<file path="config.mk">
export PLATFORM = sky130hd
export DESIGN_NAME = gpio_mw_port
export DESIGN_NICKNAME = d
export VERILOG_FILES = /design/src/rtl/gpio_mw_pkg.sv /design/src/rtl/gpio_mw_halfreg.sv /design/src/rtl/gpio_mw_sync.sv /design/src/rtl/gpio_mw_port.sv
export SDC_FILE = /design/constraint.sdc
export NUM_CORES = 1
export LEC_CHECK = 0
export ABC_AREA = 1
export BUFFER_PORTS_ARGS = -buffer_cell sky130_fd_sc_hd__buf_2
export CAP_MARGIN = 20
export CORE_UTILIZATION = 45
export CTS_BUF_LIST = sky130_fd_sc_hd__clkbuf_8
export DETAILED_ROUTE_END_ITERATION = 8
export GPL_ROUTABILITY_DRIVEN = 0
export GPL_TIMING_DRIVEN = 0
export PLACE_DENSITY_LB_ADDON = 0.2
export SYNTH_ARGS = -nofsm -noshare
export SYNTH_HDL_FRONTEND = slang
export SYNTH_SLANG_ARGS = --single-unit
</file>
<file path="constraint.sdc">
create_clock -name clk -period 7 [get_ports clk]
set_clock_uncertainty 0.2 [all_clocks]
set_input_delay 2.1 -clock clk [delete_from_list [all_inputs] [get_ports clk]]
set_output_delay 2.1 -clock clk [all_outputs]
set_load 0.1 [all_outputs]
</file>
<file path="src/rtl/gpio_mw_pkg.sv">
package gpio_mw_pkg;
  // Base addresses of the logical registers (byte addresses).
  localparam int unsigned ADR_LEVEL   = 'h00;
  localparam int unsigned ADR_DIR     = 'h08;
  localparam int unsigned ADR_PINS    = 'h70;
  localparam int unsigned ADR_IDENT   = 'h78;
  // Distance between the low and the high half of a register.
  localparam int unsigned HALF_STRIDE = 4;
  // Number of writable logical registers.
  localparam int unsigned NUM_CTRL    = 2;
  // Fixed identifier word.
  localparam logic [31:0] IDENT_WORD  = 32'h0100_0C2B;
endpackage

</file>
<file path="src/rtl/gpio_mw_halfreg.sv">
module gpio_mw_halfreg #(
  parameter int W = 16
) (
  input  logic           clk,
  input  logic           rst_n,
  input  logic           wr_en,
  input  logic [2*W-1:0] wr_word,
  output logic [W-1:0]   q
);
  logic [W-1:0] en_bits;
  logic [W-1:0] new_bits;

  assign en_bits  = wr_word[2*W-1:W];
  assign new_bits = wr_word[W-1:0];

  always_ff @(posedge clk or negedge rst_n) begin
    if (!rst_n) q <= '0;
    else if (wr_en) q <= (q & ~en_bits) | (new_bits & en_bits);
  end

  // bits whose enable was clear keep their value
  p_unmasked_keep_r2: assert property (@(posedge clk) disable iff (!rst_n)
    wr_en |=> (((q ^ $past(q)) & ~$past(en_bits)) == '0));
  // bits whose enable was set take the written value
  p_masked_take_r2: assert property (@(posedge clk) disable iff (!rst_n)
    wr_en |=> (((q ^ $past(new_bits)) & $past(en_bits)) == '0));
  // no write, no change
  p_idle_hold_r2: assert property (@(posedge clk) disable iff (!rst_n)
    !wr_en |=> $stable(q));
endmodule

</file>
<file path="src/rtl/gpio_mw_sync.sv">
module gpio_mw_sync #(
  parameter int W = 32
) (
  input  logic         clk,
  input  logic         rst_n,
  input  logic [W-1:0] d,
  output logic [W-1:0] q
);
  logic [W-1:0] stage1;

  always_ff @(posedge clk or negedge rst_n) begin
    if (!rst_n) begin
      stage1 <= '0;
      q      <= '0;
    end else begin
      stage1 <= d;
      q      <= stage1;
    end
  end

  // Edges seen since reset, saturating; arms the latency check.
  logic [1:0] age;
  always_ff @(posedge clk or negedge rst_n) begin
    if (!rst_n) age <= '0;
    else if (age != 2'd3) age <= age + 2'd1;
  end

  // output equals the input seen two edges earlier
  p_two_edge_latency_r7: assert property (@(posedge clk) disable iff (!rst_n)
    (age >= 2'd2) |-> (q == $past(d, 2)));
endmodule

</file>
<file path="src/rtl/gpio_mw_port.sv">
module gpio_mw_port #(
  parameter int ADDR_W = 8,
  parameter int HALF_W = 16
) (
  input  logic                clk,
  input  logic                rst_n,
  input  logic [ADDR_W-1:0]   bus_addr,
  input  logic                bus_we,
  input  logic [2*HALF_W-1:0] bus_wdata,
  output logic [2*HALF_W-1:0] bus_rdata,
  input  logic [2*HALF_W-1:0] pin_in,
  output logic [2*HALF_W-1:0] pin_out,
  output logic [2*HALF_W-1:0] pin_oe
);
  import gpio_mw_pkg::*;

  localparam int PINS = 2 * HALF_W;
  localparam int IDX_LEVEL = 0;
  localparam int IDX_DIR   = 1;

  logic [HALF_W-1:0] half_q [NUM_CTRL][2];
  logic [NUM_CTRL*2-1:0] half_hit;
  logic [PINS-1:0] pins_sync;

  // One masked half-register per (logical register, half).
  for (genvar r = 0; r < NUM_CTRL; r++) begin : g_reg
    localparam int unsigned BASE = (r == IDX_LEVEL) ? ADR_LEVEL : ADR_DIR;
    for (genvar h = 0; h < 2; h++) begin : g_half
      assign half_hit[r*2+h] = (bus_addr == ADDR_W'(BASE + h * HALF_STRIDE));
      gpio_mw_halfreg #(.W(HALF_W)) u_half (
        .clk     (clk),
        .rst_n   (rst_n),
        .wr_en   (bus_we && half_hit[r*2+h]),
        .wr_word (bus_wdata),
        .q       (half_q[r][h])
      );
    end
  end

  gpio_mw_sync #(.W(PINS)) u_sync (
    .clk   (clk),
    .rst_n (rst_n),
    .d     (pin_in),
    .q     (pins_sync)
  );

  assign pin_out = {half_q[IDX_LEVEL][1], half_q[IDX_LEVEL][0]};
  assign pin_oe  = {half_q[IDX_DIR][1],   half_q[IDX_DIR][0]};

  always_comb begin
    bus_rdata = '0;
    for (int k = 0; k < NUM_CTRL * 2; k++) begin
      if (half_hit[k]) bus_rdata = {{HALF_W{1'b0}}, half_q[k/2][k%2]};
    end
    if (bus_addr == ADDR_W'(ADR_PINS))  bus_rdata = pins_sync;
    if (bus_addr == ADDR_W'(ADR_IDENT)) bus_rdata = PINS'(IDENT_WORD);
  end

  // strobes outside the control halves leave the pins alone
  p_stray_write_r9: assert property (@(posedge clk) disable iff (!rst_n)
    (bus_we && (half_hit == '0)) |=> ($stable(pin_out) && $stable(pin_oe)));
  // half reads never carry data in the upper bits
  p_half_upper_zero_r3: assert property (@(posedge clk) disable iff (!rst_n)
    (half_hit != '0) |-> (bus_rdata[PINS-1:HALF_W] == '0));
  // identifier is fixed
  p_ident_fixed_r6: assert property (@(posedge clk) disable iff (!rst_n)
    (bus_addr == ADDR_W'(ADR_IDENT)) |-> (bus_rdata == PINS'(IDENT_WORD)));
endmodule

</file>
==> results.md, run 1 <==
* Max Fclk at 158 MHz
* Final Hold Viols at 0
* Worst setup SP type: input port
* N_diodes at 0
* Mux share of post-synthesis cell area at 0
* Combinational power share at 0.098
* Via count at 4411
* Min-Delay Path Class: flip-flop to flip-flop
* Area growth from synthesis to layout at 29.5%
* Critical Path End Type: primary output
* Root Buffer: clkbuf_8
* Synth unique cells at 24
* Number of remaining DRC errors at 0
* Crit-path max FO at 6
* Total core area at 10900 µm²
* Cells after DPL at 863
* Seq/Total Area, Yosys at 0.629
* VDD IR max at 184 µV
* Global-route wire length before repair at 21.3 mm
* Slew headroom at 0.559
* Cell Count, Final, Fillers Out at 894
* Die width at 108 µm
* CTS max path bufs at 2
* Final setup viols at 0
* Hold Slack at 0.142 ns
* Largest net degree at the start of global routing at 76
* Number of global-route vias before repair at 4317
* Kind of critical path: input port to primary output
* Clock transition at the registers of the reported paths at 0.08 ns
* TritonCTS Sinks at 128
* Pwr dens at 249 nW/µm²
* All-Layer GR Usage at 0.249
* Clock power share at 0.427
* Num rows at 38
* Gate Count Post-Synth at 552
* Max_cap viols at 0
* Leak pwr at 3.54 nW
* Final core utilization at 0.603
* # IOs at 171
* PostCTS Resize Cnt at 0
* Starting Density at 0.466
* Clk_lat worst skew at 0.44 ns
* CTS Buf Count at 17
* Sequential share of power at 0.476
* Unrepaired setup endpoints after global routing: false
* Slew at the pin closest to its max-slew limit at 0.660 ns
* CTS tree: built
* Post-Synth Simple-Gate Area at 0.238
* Sw Pwr at 0.435 mW
* DR iter-0 viols at 265
* Chip height at 108 µm
* Crit path DAT at 4.04 ns
* Xor/xnor cell area share of the yosys netlist at 0
* Status: complete, no violations
* Synthesized area per cell at 9.23 µm²
* Synth Area in Adders at 0
* Wirelength per Cell at 15.5 µm
* Switching part of the total at 0.265
* Die area at 11800 µm²
* Drt pass-1 iters at 5
* Fin. max-slew vios at 0
* Nets at 817
* Main combinational cell family by area after synthesis: simple AND/OR/NAND/NOR gates
* # Post-CTS Setup Buffers at 0
* Port Buffers at 170
* Final Critical Period at 6.34 ns
* Fraction of layout cells with a size suffix above 1 at 0.304
* Setup TNS at 0 ns
* # hold bufs at CTS at 0
* Int Power at 1.21 mW
* Yosys warning count at 0
* Cell area after synthesis at 5090 µm²
* Vias/cell at 4.93
* Period Utilization, post-route at 0.906
* Total grt overflow at 0
* Routed Antenna Nets at 0
* CP Data Required Time at 4.70 ns
* H-tree depth at 4
* Routed WL at 13.9 mm
* Final HPWL DP at 9.57 mm
* Mapped Nets at 627
* Post-synthesis compound-gate area fraction at 0.0830
* Yosys reg bits at 128
* Antenna violations before repair at 0
-- through the flow --
stage | setup slack, ns | total power [mW] | instance area [µm²]
floorplan | 0.474 | 0.892 | 5090
global placement | 0.671 | 0.951 | 6120
detailed placement | 0.625 | 0.957 | 6150
CTS | 0.614 | 1.66 | 6600
global route | 0.538 | 1.70 | 6600
finish | 0.661 | 1.64 | 6600
-- layout make-up --
cell class	count	area, µm²
Buffer	13	100
Clock buffer	19	262
Clock inverter	12	183
Fill cell	968	4340
Inverter	41	154
Multi-Input combinational cell	370	1640
Sequential cell	128	3200
Tap cell	140	175
Timing Repair Buffer	171	885
-- power groups by stage --
| stage | registers, mW | clock network, mW | logic, mW |
|---|---|---|---|
| 2_1_floorplan | 0.865 | 0 | 0.0270 |
| 3_3_place_gp | 0.794 | 0 | 0.157 |
| 3_5_place_dp | 0.795 | 0 | 0.162 |
| 4_1_cts | 0.781 | 0.714 | 0.162 |
| 5_1_grt | 0.784 | 0.742 | 0.171 |
| 6_report | 0.781 | 0.700 | 0.161 |
-- path summary, 6_finish.rpt --
path / start / to / slack (ns) / depth (start not counted)
max in group asynchronous: rst_n / u_sync.q[14]$_DFF_PN0_ / 4.47 / 2
worst min-delay path: u_sync.stage1[0]$_DFF_PN0_ / u_sync.q[0]$_DFF_PN0_ / 0.14 / 0
worst max-delay path: bus_addr[0] / bus_rdata[1] / 0.66 / 9
worst max register to register: flip-flop / flip-flop / 6.10 / 2
min in group asynchronous: rst_n / u_sync.stage1[2]$_DFF_PN0_ / 1.40 / 1
worst min register to register: u_sync.stage1[0]$_DFF_PN0_ / u_sync.q[0]$_DFF_PN0_ / 0.14 / 0
-- critical path: stages --
cell and delay (ns):
buf_2 0.12, inv_1 0.05, nand2_1 0.11, nor2_1 0.17, inv_1 0.16, nor2_1 0.51, inv_1 0.23, nand4_1 0.15
buf_2 0.43
-- routing by layer --
| layer | track usage | vias to the layer above | wire length (µm) |
|---|---|---|---|
| met2 | 0.394 | 194 | 6660 |
| met1 | 0.314 | 2055 | 5750 |
| li1 | - | 2142 | - |
| met5 | 0 | - | 0 |
| met4 | 0.0956 | 0 | 210 |
| met3 | 0.0862 | 20 | 1240 |
-- Yosys cell counts, drive strengths merged --
master / count / area, µm²
or2: 1 / 6.26
nand4: 2 / 12.5
buf: 11 / 92.6
nor3: 2 / 21.3
nand3: 32 / 160
o2111ai: 2 / 17.5
o21ai: 65 / 325
nand2: 197 / 754
dfrtp: 128 / 3200
a21oi: 16 / 80.1
clkbuf: 2 / 7.51
nor2: 53 / 260
inv: 41 / 154
-- layout by cell type (no fill, tap or decap), drive strengths merged --
cell type	Yosys	final
dfrtp	128	128
bufinv	0	4
o2111ai	2	2
nand4	2	2
clkinvlp	0	3
nand2	197	197
a21oi	16	16
inv	41	42
clkbuf	2	21
nor2	53	53
or2	1	1
nor3	2	2
nand3	32	32
buf	11	182
o21ai	65	65
clkinv	0	4
-- cell families (layout without fill, tap and decap cells) --
| logic type | count (synthesis) | count (layout) |
|---|---|---|
| AOI/OAI and AO/OA | 83 | 83 |
| and+or+nand+nor | 287 | 287 |
| DFF | 128 | 128 |
| buffers and inverters | 54 | 256 |
Power figures use the tool's default switching activity.
==> run 2, diff against run 1 <==
ABC_AREA = default   (was 1)
CORE_UTILIZATION = 50   (was 45)
==> results.md, run 2 <==
* Status: complete, no violations
* Clk_lat worst skew at 0.44 ns (about the same)
* Crit path DAT at 4.10 ns (+0.06 ns)
* Most common cell after layout, fill and taps aside: buf_2
* HP Start: u_sync.stage1[11]$_DFF_PN0_
* Final WS setup at 0.605 ns (-0.0559 ns)
* # Post-CTS Setup Buffers at 0 (unchanged)
* Period Utilization, post-route at 0.914 (+0.00798)
* Yosys warning count at 0 (unchanged)
* Worst Hold Depth at 0 (unchanged)
* Max Fclk at 156 MHz (-0.87%)
* Clock transition at the registers of the reported paths at 0.08 ns (about the same)
* Number of synthesized flops with an enable pin at 0 (unchanged)
* TritonCTS Sinks at 128 (unchanged)
* Met2 Track Usage GR at 0.418 (+0.0239)
* Met3 global-route usage at 0.0852 (-0.000983)
* Via count at 3872 (-12%)
* Gate Count Post-Synth at 405 (-27%)
* # hold bufs at CTS at 0 (unchanged)
* Leak pwr at 3.45 nW (-2.6%)
* DP Worst Slack at 0.579 ns (-0.0468 ns)
* Min-Delay Path Class: flip-flop to flip-flop
* Combinational power share at 0.110 (+0.012)
* Global-route wire length before repair at 21.0 mm (-1.7%)
* CTS tree: built
* Unrepaired setup endpoints after global routing: false
* Routed Antenna Nets at 0 (unchanged)
* Crit-path max FO at 10 (+4)
* Worst setup SP type: input port
* Port Buffers at 170 (unchanged)
* Kind of critical path: input port to primary output
* N_diodes at 0 (unchanged)
* PostCTS Resize Cnt at 0 (unchanged)
* Starting Density at 0.524 (+0.0581)
* Wirelength per Cell at 17.7 µm (+14%)
* Pwr dens at 238 nW/µm² (-4.5%)
* Chip height at 104 µm (-3.9%)
* Top cells by area, synth: dfrtp_1, mux2_1, mux2_2, nand2_1, mux4_2
* Most frequent cell after synthesis: dfrtp_1
* Number of global-route vias before repair at 4101 (-5.0%)
* Nets at 670 (-18%)
* Synthesized area per cell at 12.9 µm² (+40%)
* Drt pass-1 iters at 4 (-1)
* Die area at 10800 µm² (-7.7%)
* Critical Path End Type: primary output
* Routed WL at 13.1 mm (-5.6%)
* VDD IR max at 167 µV (-9.1%)
* All-Layer GR Usage at 0.259 (+0.00983)
* Largest net degree at the start of global routing at 98 (+29%)
* Area growth from synthesis to layout at 27.8%
* Total core area at 9950 µm² (-9.0%)
* CTS Buf Count at 17 (unchanged)
* CP Data Required Time at 4.70 ns (about the same)
* Number of remaining DRC errors at 0 (unchanged)
* Fin. max-slew vios at 0 (unchanged)
* # IOs at 171 (unchanged)
* Setup TNS at 0 ns (unchanged)
* Cell area after synthesis at 5220 µm² (+2.4%)
* Sequential share of power at 0.493 (+0.017)
* Worst Hold End: u_sync.q[11]$_DFF_PN0_
* Synth unique cells at 29 (+21%)
* Sw Pwr at 0.441 mW (+1.4%)
* Met1 Use GR at 0.317 (+0.00230)
* Most frequent cells in the layout: buf_2, dfrtp_1, nand2_1
* Int Power at 1.14 mW (-5.3%)
* H-tree depth at 4 (unchanged)
* Seq/Total Area, Yosys at 0.614 (-0.0146)
* GR peak layer: met2
* Biggest area consumer among synthesized cells: dfrtp_1
* Slew headroom at 0.525 (-0.0349)
* DR iter-0 viols at 141 (-47%)
* Num rows at 36 (-5.3%)
* Yosys reg bits at 128 (unchanged)
* Final Critical Period at 6.40 ns (+0.0559 ns)
* Fraction of layout cells with a size suffix above 1 at 0.418 (+0.115)
* CTS max path bufs at 2 (unchanged)
* Die width at 104 µm (-3.9%)
* Mapped Nets at 480 (-23%)
* Vias/cell at 5.23 (+6.0%)
* Root Buffer: clkbuf_8
* Final Hold Viols at 0 (unchanged)
* Final setup viols at 0 (unchanged)
* Async S/R FF share, synth at 1.00 (unchanged)
* Top-area cell type share of the netlist area at 0.614 (-0.0146)
* Reg2reg path depth at 1 (-1)
* Slew at the pin closest to its max-slew limit at 0.713 ns (+0.0531 ns)
* Switching part of the total at 0.279 (+0.0135)
* Reg2Reg Setup Slack at 5.97 ns (-0.13 ns)
* Final HPWL DP at 9.24 mm (-3.4%)
* Setup crit start: bus_addr[4]
* Clock power share at 0.398 (-0.029)
* Max_cap viols at 0 (unchanged)
* Antenna violations before repair at 0 (unchanged)
* Ys flop type: dfrtp_1
* Commonest cells in the netlist: dfrtp_1, nand2_1, mux2_1
* Total grt overflow at 0 (unchanged)
[run 2: changes by cell type in the layout (fill, tap and decap cells not counted), sizes merged, moves of 30 or more]
cell,previous run,this run
nor2,53,21
mux2,0,64
nand2,197,70
o21ai,65,16
nand3,32,1
inv,42,12
[run 2: worst max-delay path by stage]
stage                          to  slack, ns  cells after the start
floorplan            bus_rdata[0]      -0.34                      5
global placement    bus_rdata[21]       0.61                      8
detailed placement  bus_rdata[20]       0.58                      8
CTS                 bus_rdata[20]       0.57                      8
global route        bus_rdata[21]       0.43                      8
finish              bus_rdata[13]       0.60                      8
[run 2: cell families after synthesis]
| group | count (synthesis) | synth area share |
|---|---|---|
| DFF | 128 | 0.614 |
| AOI/OAI and AO/OA | 56 | 0.0681 |
| and+or+nand+nor | 118 | 0.107 |
| muxes | 70 | 0.167 |
| buffers and inverters | 33 | 0.0441 |
[run 2: per-stage QoR]
step	hold slack (ns)	total power, mW	utilization	cells	instance area (µm²)
global placement	0.131	0.962	0.626	708	6230
global route	0.155	1.64	0.670	740	6670
finish	0.144	1.58	0.670	740	6670
floorplan	0.131	0.899	-	405	5220
detailed placement	0.135	0.969	0.630	709	6270
CTS	0.149	1.60	0.670	740	6670
[run 2: power by group through the flow]
stage | combinational [mW] | sequential [mW] | clock [mW]
finish | 0.174 | 0.780 | 0.630
global placement | 0.170 | 0.793 | 0
floorplan | 0.0344 | 0.864 | 0
global route | 0.184 | 0.783 | 0.675
CTS | 0.175 | 0.780 | 0.643
detailed placement | 0.175 | 0.794 | 0
[run 2: final cells by class]
| class | count | area [µm²] |
|---|---|---|
| plain buffers | 22 | 189 |
| fillers | 784 | 3290 |
| multi-input cells | 244 | 1780 |
| flip-flops and latches | 128 | 3200 |
| well taps | 133 | 166 |
| inverters | 11 | 41.3 |
| clock buffers | 19 | 262 |
| repair buffers | 171 | 885 |
| clock inverters | 12 | 138 |
[run 2: routing by layer]
metal | part of all wire | vias up
met1 | 0.41 | 1928
met2 | 0.50 | 142
met4 | 0.021 | 0
met3 | 0.065 | 20
met5 | 0 | -
li1 | - | 1782
[run 2: critical path, cell delays in order]
cell and delay [ns]:
buf_2 0.12, nor4_4 0.37, and2_2 0.20, clkbuf_2 0.20, buf_2 0.28, a32oi_1 0.13, a21oi_1 0.23, buf_2 0.46
